===== config.mk =====
export PLATFORM = sky130hd
export DESIGN_NAME = rfb_regfile
export DESIGN_NICKNAME = d
export VERILOG_FILES = /design/src/rtl/rfb_pkg.sv /design/src/rtl/rfb_wdec.sv /design/src/rtl/rfb_store.sv /design/src/rtl/rfb_bypass.sv /design/src/rtl/rfb_regfile.sv
export SDC_FILE = /design/constraint.sdc
export NUM_CORES = 1
export LEC_CHECK = 0
export BUFFER_PORTS_ARGS = -buffer_cell sky130_fd_sc_hd__buf_2
export CAP_MARGIN = 20
export CORE_UTILIZATION = 50
export DETAILED_ROUTE_END_ITERATION = 12
export GPL_TIMING_DRIVEN = 1
export PLACE_DENSITY = 0.69
export SYNTH_ARGS = -nofsm -noshare
export SYNTH_HDL_FRONTEND = slang
export SYNTH_SLANG_ARGS = --single-unit
export TNS_END_PERCENT = 100

===== constraint.sdc =====
create_clock -name clk -period 3.3 [get_ports clk]
set_input_delay 0.33 -clock clk [delete_from_list [all_inputs] [get_ports clk]]
set_output_delay 0.33 -clock clk [all_outputs]
set_load 0.01 [all_outputs]

===== src/rtl/rfb_pkg.sv =====
package rfb_pkg;

   localparam int unsigned RFB_AW_DEF   = 5;
   localparam int unsigned RFB_DW_DEF   = 32;
   localparam int unsigned RFB_RD_PORTS = 2;

   // true when an active write targets the register a port is reading,
   // excluding the constant-zero register when it exists
   function automatic logic rfb_hit(input logic        en,
                                    input int unsigned wa,
                                    input int unsigned ra,
                                    input logic        zero_reg);
      return en && (wa == ra) && !(zero_reg && (ra == 0));
   endfunction

endpackage


===== src/rtl/rfb_wdec.sv =====
module rfb_wdec #(
   parameter int unsigned AW       = 5,
   parameter bit          ZERO_REG = 1'b1,
   localparam int unsigned NREG    = 1 << AW
) (
   input  logic            clk,
   input  logic            wr_en,
   input  logic [AW-1:0]   wr_addr,
   output logic [NREG-1:0] row_we
);

   for (genvar r = 0; r < NREG; r++) begin : g_row
      if (ZERO_REG && (r == 0)) begin : g_const
         assign row_we[r] = 1'b0;
      end else begin : g_cmp
         assign row_we[r] = wr_en && (wr_addr == AW'(r));
      end
   end

   AST_ONE_ROW_AT_MOST: assert property (@(posedge clk) $onehot0(row_we));

   AST_ROW_FOLLOWS_WRITE: assert property (@(posedge clk)
      (wr_en && !(ZERO_REG && wr_addr == '0)) |-> row_we[wr_addr]);

   AST_NO_ROW_WITHOUT_EN: assert property (@(posedge clk)
      !wr_en |-> (row_we == '0));

   if (ZERO_REG) begin : g_zero_chk
      AST_ZERO_ROW_BLOCKED: assert property (@(posedge clk)
         (wr_en && wr_addr == '0) |-> (row_we == '0));
   end

endmodule


===== src/rtl/rfb_store.sv =====
module rfb_store #(
   parameter int unsigned AW       = 5,
   parameter int unsigned DW       = 32,
   parameter int unsigned NRD      = 2,
   parameter bit          ZERO_REG = 1'b1,
   localparam int unsigned NREG    = 1 << AW
) (
   input  logic            clk,
   input  logic [NREG-1:0] row_we,
   input  logic [AW-1:0]   wr_addr,
   input  logic [DW-1:0]   wr_data,
   input  logic [AW-1:0]   rd_addr [NRD],
   output logic [DW-1:0]   stored  [NRD]
);

   logic [DW-1:0] mem [NREG];

   always_ff @(posedge clk) begin
      for (int r = 0; r < NREG; r++) begin
         if (row_we[r]) mem[r] <= wr_data;
      end
   end

   for (genvar p = 0; p < NRD; p++) begin : g_port
      if (ZERO_REG) begin : g_zmux
         assign stored[p] = (rd_addr[p] == '0) ? '0 : mem[rd_addr[p]];

         AST_ZERO_STORED: assert property (@(posedge clk)
            (rd_addr[p] == '0) |-> (stored[p] == '0));
      end else begin : g_plain
         assign stored[p] = mem[rd_addr[p]];
      end

      AST_READBACK_AFTER_EDGE: assert property (@(posedge clk)
         (|row_we) |=> ((rd_addr[p] != $past(wr_addr)) ||
                        (stored[p] == $past(wr_data))));
   end

endmodule


===== src/rtl/rfb_bypass.sv =====
module rfb_bypass #(
   parameter int unsigned AW       = 5,
   parameter int unsigned DW       = 32,
   parameter bit          ZERO_REG = 1'b1
) (
   input  logic          clk,
   input  logic          wr_en,
   input  logic [AW-1:0] wr_addr,
   input  logic [DW-1:0] wr_data,
   input  logic [AW-1:0] rd_addr,
   input  logic [DW-1:0] stored,
   output logic [DW-1:0] rd_data
);

   import rfb_pkg::*;

   logic hit;

   always_comb begin
      hit     = rfb_hit(wr_en, int'(wr_addr), int'(rd_addr), ZERO_REG);
      rd_data = hit ? wr_data : stored;
   end

   AST_BYPASS_NEW_VALUE: assert property (@(posedge clk)
      (wr_en && wr_addr == rd_addr && !(ZERO_REG && rd_addr == '0))
         |-> (rd_data == wr_data));

   AST_DISABLED_NO_BYPASS: assert property (@(posedge clk)
      !wr_en |-> (rd_data == stored));

   AST_MISMATCH_STORED: assert property (@(posedge clk)
      (wr_addr != rd_addr) |-> (rd_data == stored));

   if (ZERO_REG) begin : g_zero_chk
      AST_ZERO_NEVER_BYPASSED: assert property (@(posedge clk)
         (rd_addr == '0) |-> (rd_data == '0));
   end

endmodule


===== src/rtl/rfb_regfile.sv =====
module rfb_regfile #(
   parameter int unsigned AW       = rfb_pkg::RFB_AW_DEF,
   parameter int unsigned DW       = rfb_pkg::RFB_DW_DEF,
   parameter bit          ZERO_REG = 1'b1
) (
   input  logic          clk,
   input  logic          wr_en,
   input  logic [AW-1:0] wr_addr,
   input  logic [DW-1:0] wr_data,
   input  logic [AW-1:0] rd_addr_a,
   output logic [DW-1:0] rd_data_a,
   input  logic [AW-1:0] rd_addr_b,
   output logic [DW-1:0] rd_data_b
);

   localparam int unsigned NRD  = rfb_pkg::RFB_RD_PORTS;
   localparam int unsigned NREG = 1 << AW;

   if (AW < 1 || AW > 10) begin : g_bad_aw
      $error("rfb_regfile: AW must lie in 1..10");
   end
   if (DW < 1) begin : g_bad_dw
      $error("rfb_regfile: DW must be at least 1");
   end
   if (NRD != 2) begin : g_bad_nrd
      $error("rfb_regfile: top exposes exactly two read ports");
   end

   logic [NREG-1:0] row_we;
   logic [AW-1:0]   rd_addr [NRD];
   logic [DW-1:0]   stored  [NRD];
   logic [DW-1:0]   rd_data [NRD];

   assign rd_addr[0] = rd_addr_a;
   assign rd_addr[1] = rd_addr_b;
   assign rd_data_a  = rd_data[0];
   assign rd_data_b  = rd_data[1];

   rfb_wdec #(.AW(AW), .ZERO_REG(ZERO_REG)) u_wdec (
      .clk     (clk),
      .wr_en   (wr_en),
      .wr_addr (wr_addr),
      .row_we  (row_we)
   );

   rfb_store #(.AW(AW), .DW(DW), .NRD(NRD), .ZERO_REG(ZERO_REG)) u_store (
      .clk     (clk),
      .row_we  (row_we),
      .wr_addr (wr_addr),
      .wr_data (wr_data),
      .rd_addr (rd_addr),
      .stored  (stored)
   );

   for (genvar p = 0; p < NRD; p++) begin : g_rd
      rfb_bypass #(.AW(AW), .DW(DW), .ZERO_REG(ZERO_REG)) u_byp (
         .clk     (clk),
         .wr_en   (wr_en),
         .wr_addr (wr_addr),
         .wr_data (wr_data),
         .rd_addr (rd_addr[p]),
         .stored  (stored[p]),
         .rd_data (rd_data[p])
      );
   end

   AST_PORTS_AGREE: assert property (@(posedge clk)
      (rd_addr_a == rd_addr_b) |-> (rd_data_a == rd_data_b));

   AST_LATEST_WRITE_WINS: assert property (@(posedge clk)
      (wr_en && wr_addr != '0) |=>
         ((rd_addr_a != $past(wr_addr)) || (rd_data_a == $past(wr_data)) ||
          (wr_en && wr_addr == rd_addr_a)));

endmodule


==> impl_metrics.csv, run 1 <==
group,metric,value,unit
clock_tree,hold_buffers,0,
sta,tightestPinTransition,1170,ps
routing,routedWlPerCell,36.0,µm
clock_tree,cts_max_path_buffers,3,
routing,drtPass1Iterations,6,
sta,rsz0062_at_grt,"no",
sta,slew_headroom,21.9,%
synthesis,ys_seq_elements,992,
sta,fmax,332,MHz
critical_path,criticalPathCategory,"register to primary output",
cells_and_area,area_growth,13.3,%
synthesis,ys_seq_area_share,63.8,%
floorplan,start_util,50.7,%
synthesis,synth_edf_count,992,
floorplan,io_pins,113,
routing,detail-route-antenna-nets,0,
routing,wirelength,149000,µm
floorplan,fp.dieW,308,µm
critical_path,cp_num_cells,5,
cells_and_area,reg_top3,"u_store.mem x992",
outcome,status,"finished clean",
clock_tree,cts_tree,"done",
cells_and_area,top_register,"u_store.mem",
clock_tree,cts_resized,0,
synthesis,syn_area,46700,µm²
placed_design,portBuffers,112,
global_routing,overflow,0,
sta,finalHoldViolCount,0,
critical_path,cp_max_fo,2,
global_routing,grt_antenna_before_repair,9,
routing,drtIter0Drc,4413,
critical_path,path_buf_inv,1,
clock_tree,post_cts_buffers,0,
floorplan,die-area,94600,µm²
cells_and_area,nets,2871,
routing,drc,0,
sta,tns,0,ps
critical_path,cp.required,2970,ps
power,leakagePower,17.2,nW
synthesis,synth_common_cells,"992 x edfxtp_1, 353 x mux4_2, 244 x mux2i_1",
placed_design,place.gp.congestion,0.883,
global_routing,grt_pass1_wl,213000,µm
routing,vias_per_cell,7.20,
clock_tree,cts_root_buf,"clkbuf_16",
run,drv_cap,0,
global_routing,gr-usage-all-layers,31.7,%
critical_path,cpPeakStageDelay,500,ps
critical_path,critPathLaunchType,"register",
synthesis,synth-async-reset-ratio,0,%
routing,via_count,29823,
cells_and_area,drive_gt1_share,29.2,%
synthesis,synth.most_common_cell,"edfxtp_1",
power,peakVddDrop,0.000451,V
synthesis,synth_area_leaders,"edfxtp_1 64%, mux4_2 17%, mux2i_1 5.2%",
critical_path,crit_family,"multiplexers",
synthesis,synth.top_cell.area_share,63.8,%
synthesis,synth_top_cell_by_area,"edfxtp_1",
clock_tree,cts.reportedPaths.clkPinSlew,60,ps
sta,finalCritPeriodShare,91.3,%
cells_and_area,largest_reg_flops,992,
clock_tree,cts_made_buffers,97,
global_routing,grt_pass1_vias,29680,
worst_hold_path,hold_path_depth,1,
critical_path,worstSetupEndpointType,"primary output",
placed_design,pre_cts_slack,392,ps
sta,final.setup.worst_slack,288,ps
clock_tree,cts_max_level,3,
sta,fin_crit,3010,ps
floorplan,row_count,111,
floorplan,die_height,308,µm
synthesis,syn-num-nets,2731,
global_routing,grt_max_degree,96,
clock_tree,clkSinkCount,992,
floorplan,core,92100,µm²
critical_path,critical_path.cell_chain,"mux4_2 > mux2i_1 > o211ai_1 > a22o_1 > buf_2",
synthesis,yosys_warnings,0,
critical_path,arrival,2680,ps
sta,setup_viol,0,
synthesis,syn_area_per_cell,17.4,µm²
synthesis,ys.flop_type,"edfxtp_1",
placed_design,dp_hpwl,88300,µm
synthesis,yosysUniqueCellTypes,41,
worst_hold_path,hold_class,"primary input to register",
power,pwr_density_cell,518,nW/µm²
synthesis,syn_inst,2682,
critical_path,worst_path_max_delay_cell,"mux2i_1",
sta,report.final.slew_viol_count,0,
==> power by group <==
group          switching, mW  internal [mW]  total, mW
clock network           4.76           5.81       10.6
logic                   1.65           1.09       2.74
registers             0.0700           14.0       14.1
==> area by class of cell <==
type | instances | area, µm²
Fill cell | 6806 | 39200
Clock buffer | 118 | 2510
Clock inverter | 52 | 458
Multi-Input combinational cell | 1458 | 16000
Tap cell | 1243 | 1560
Timing Repair Buffer | 273 | 2640
Sequential cell | 992 | 29800
Antenna cell | 8 | 20.0
==> worst paths after layout <==
kind / slack, ps / startpoint / end
min: 140 / wr_data[12] / u_store.mem[1][12]
max: 290 / u_store.mem[15][3] / rd_data_b[3]
==> metrics by stage <==
stage / cell area (µm²) / hold WS, ps / power (mW) / std cells / util [%]
3_3_place_gp: 49900 / 816 / 17.0 / 3966 / 54.2
5_1_grt: 52900 / 169 / 28.1 / 4140 / 57.5
4_1_cts: 52900 / 118 / 27.4 / 4136 / 57.4
3_5_place_dp: 49900 / 840 / 17.0 / 3966 / 54.2
2_1_floorplan: 46700 / 429 / 15.9 / 2682 / -
6_report: 52900 / 140 / 27.4 / 4144 / 57.5
==> metal layers <==
layer	global-route usage [%]	vias to the layer above	wire (µm)
met5	1.50	-	249
met4	15.1	10	7550
met3	8.99	439	20600
met2	47.1	2416	66900
met1	43.1	15407	53900
li1	-	11551	-
==> cell families (layout without fill, tap and decap cells) <==
group           count (synthesis)  after routing  synth area share (%)
xor+xnor                       10             10                 0.188
compound gates                449            449                  6.72
mux                           641            641                  23.3
flops                         992            992                  63.8
simple gates                  358            358                  3.27
buf+inv                       232            443                  2.71
other cells                     0              8                     0
==> cell usage in the layout, fill, tap and decap left out, drive strengths merged, types with 13 or more instances in the layout <==
cell type and count:
nand4 35, buf 273, a32o 31, nand3 17, o211ai 50, clkinv 42, mux2i 244, o21ai 45
clkbuf 118, mux2 44, nand2 213, edfxtp 992, a21oi 95, o221ai 31, a211oi 66, o2111ai 18
a22o 32, o22ai 64, nor2 69, a221oi 13, mux4 353
Power figures use the tool's default switching activity.
==> inputs of run 2 (changes only) <==
--- a/config.mk
+++ b/config.mk
@@ -11,6 +11,8 @@
 export DETAILED_ROUTE_END_ITERATION = 12
 export GPL_TIMING_DRIVEN = 1
 export PLACE_DENSITY = 0.69
+export REMOVE_ABC_BUFFERS = 1
+export SKIP_CTS_REPAIR_TIMING = 1
 export SYNTH_ARGS = -nofsm -noshare
 export SYNTH_HDL_FRONTEND = slang
 export SYNTH_SLANG_ARGS = --single-unit
==> run 2 against run 1 <==
Effect of this change: largest cell class unchanged; setup slack improved by 37 ps; final cell count rose by 0.58%; largest power group unchanged; total power rose by 3.7%.
==> impl_metrics.csv, run 2 (same netlist as run 1, synthesis figures left out) <==
group,metric,value,unit
outcome,status,"finished clean",
critical_path,worstSetupEndpointType,"primary output",
cells_and_area,top_register,"u_store.mem",
power,pwr_density_cell,534,nW/µm²
clock_tree,cts_max_level,3,
global_routing,grt_max_degree,65,
routing,drc,0,
worst_hold_path,hold_class,"primary input to register",
clock_tree,cts_made_buffers,104,
critical_path,cp_max_fo,32,
critical_path,arrival,2650,ps
routing,drtIter0Drc,3838,
routing,via_count,29488,
critical_path,critical_path.cell_chain,"buf_8 > buf_12 > xnor2_1 > nand4_1 > o21ba_2 > buf_12 > a32o_1 > buf_2",
power,combPwrFrac,9.4,%
power,swShare,23.3,%
floorplan,fp.dieW,308,µm
power,peakVddDrop,0.000431,V
floorplan,core,92100,µm²
sta,finalCritPeriodShare,90.2,%
sta,tns,0,ps
routing,top_layer,"met5",
global_routing,gr-usage-all-layers,30.7,%
placed_design,portBuffers,112,
placed_design,dp_hpwl,85200,µm
cells_and_area,fill_cells,6756,
global_routing,grt_antenna_before_repair,5,
routing,detail-route-antenna-nets,0,
sta,fmax,336,MHz
floorplan,start_util,50.7,%
routing,route.met3.wl,16700,µm
cells_and_area,multiInputGateArea,16000,µm²
power,power.total,28.4,mW
placed_design,dp.cells,3980,
floorplan,row_count,111,
power,clock_power_share,41.1,%
run,drv_cap,0,
floorplan,die-area,94600,µm²
cells_and_area,final_cell_mix,"992 x edfxtp_1, 353 x mux4_2, 244 x mux2i_1",
sta,report.final.slew_viol_count,0,
sta,finalHoldViolCount,0,
global_routing,grt_pass1_vias,30362,
sta,tightestPinTransition,964,ps
routing,wirelength,146000,µm
critical_path,critPathLaunchType,"primary input",
cells_and_area,nets,2892,
critical_path,cp.required,2970,ps
power,p_seq_share,49.6,%
placed_design,place.gp.congestion,0.858,
critical_path,worst_path_max_delay_cell,"o21ba_2",
critical_path,crit_family,"buffers and inverters",
power,leakagePower,17.4,nW
cells_and_area,final_common_cell,"edfxtp_1",
critical_path,cp_num_cells,8,
cells_and_area,largest_reg_flops,992,
critical_path,criticalPathCategory,"primary input to primary output",
critical_path,crit_top_cell,"buf_12",
floorplan,die_height,308,µm
sta,fin_crit,2980,ps
global_routing,grt_pass1_wl,208000,µm
sta,setup_viol,0,
sta,slew_headroom,35.6,%
cells_and_area,reg_top3,"u_store.mem x992",
sta,rsz0062_at_grt,"no",
clock_tree,cts_max_path_buffers,3,
routing,vias_per_cell,7.07,
critical_path,cpPeakStageDelay,610,ps
clock_tree,cts.reportedPaths.clkPinSlew,60,ps
clock_tree,cts_root_buf,"clkbuf_16",
cells_and_area,finalNonFillerCells,4168,
global_routing,overflow,0,
power,power_switching,6.62,mW
critical_path,path_buf_inv,4,
cells_and_area,area_growth,14.0,%
clock_tree,clkSinkCount,992,
routing,drtPass1Iterations,6,
routing,wl_met1,54000,µm
worst_hold_path,hold_path_depth,1,
routing,wl_met2,68200,µm
cells_and_area,ff_latch_area,29800,µm²
cells_and_area,drive_gt1_share,30.0,%
floorplan,io_pins,113,
clock_tree,cts_tree,"done",
power,internal_power,21.8,mW
routing,routedWlPerCell,34.9,µm
[run 2: stage by stage]
| step | cell area [µm²] | worst slack [ps] | hold slack, ps | utilization, % |
|---|---|---|---|---|
| floorplan | 45400 | -36.6 | 429 | - |
| global placement | 49900 | 409 | 814 | 54.2 |
| detailed placement | 49900 | 387 | 846 | 54.2 |
| CTS | 53200 | 376 | 108 | 57.8 |
| global route | 53200 | 277 | 151 | 57.8 |
| finish | 53200 | 325 | 136 | 57.8 |
[run 2: final timing paths]
check | slack [ps] | end | start
worst max-delay path | 320 | rd_data_a[5] | rd_addr_a[0]
worst min-delay path | 140 | u_store.mem[26][7] | wr_data[7]
[run 2: layout make-up]
cell class / instances / area share, %
diodes: 1 / 0.00470
clock buffers: 119 / 5.07
clock inverters: 68 / 1.23
multi-input cells: 1458 / 30.0
flip-flops and latches: 992 / 56.0
well taps: 1243 / 2.92
repair buffers: 287 / 4.84
[run 2: per-layer routing]
metal  up-vias  global-route usage [%]
met3       422                    7.70
met1     15367                    40.7
met4         8                    13.9
met5         -                       0
li1      11611                       -
met2      2080                    48.2
[run 2: power by group through the flow]
stage,Clock [mW],Combinational [mW],Sequential (mW)
finish,11.7,2.66,14.1
global route,12.2,2.79,14.1
CTS,11.7,2.64,14.1
detailed placement,0,2.63,14.4
global placement,0,2.59,14.3
floorplan,0,1.19,14.3
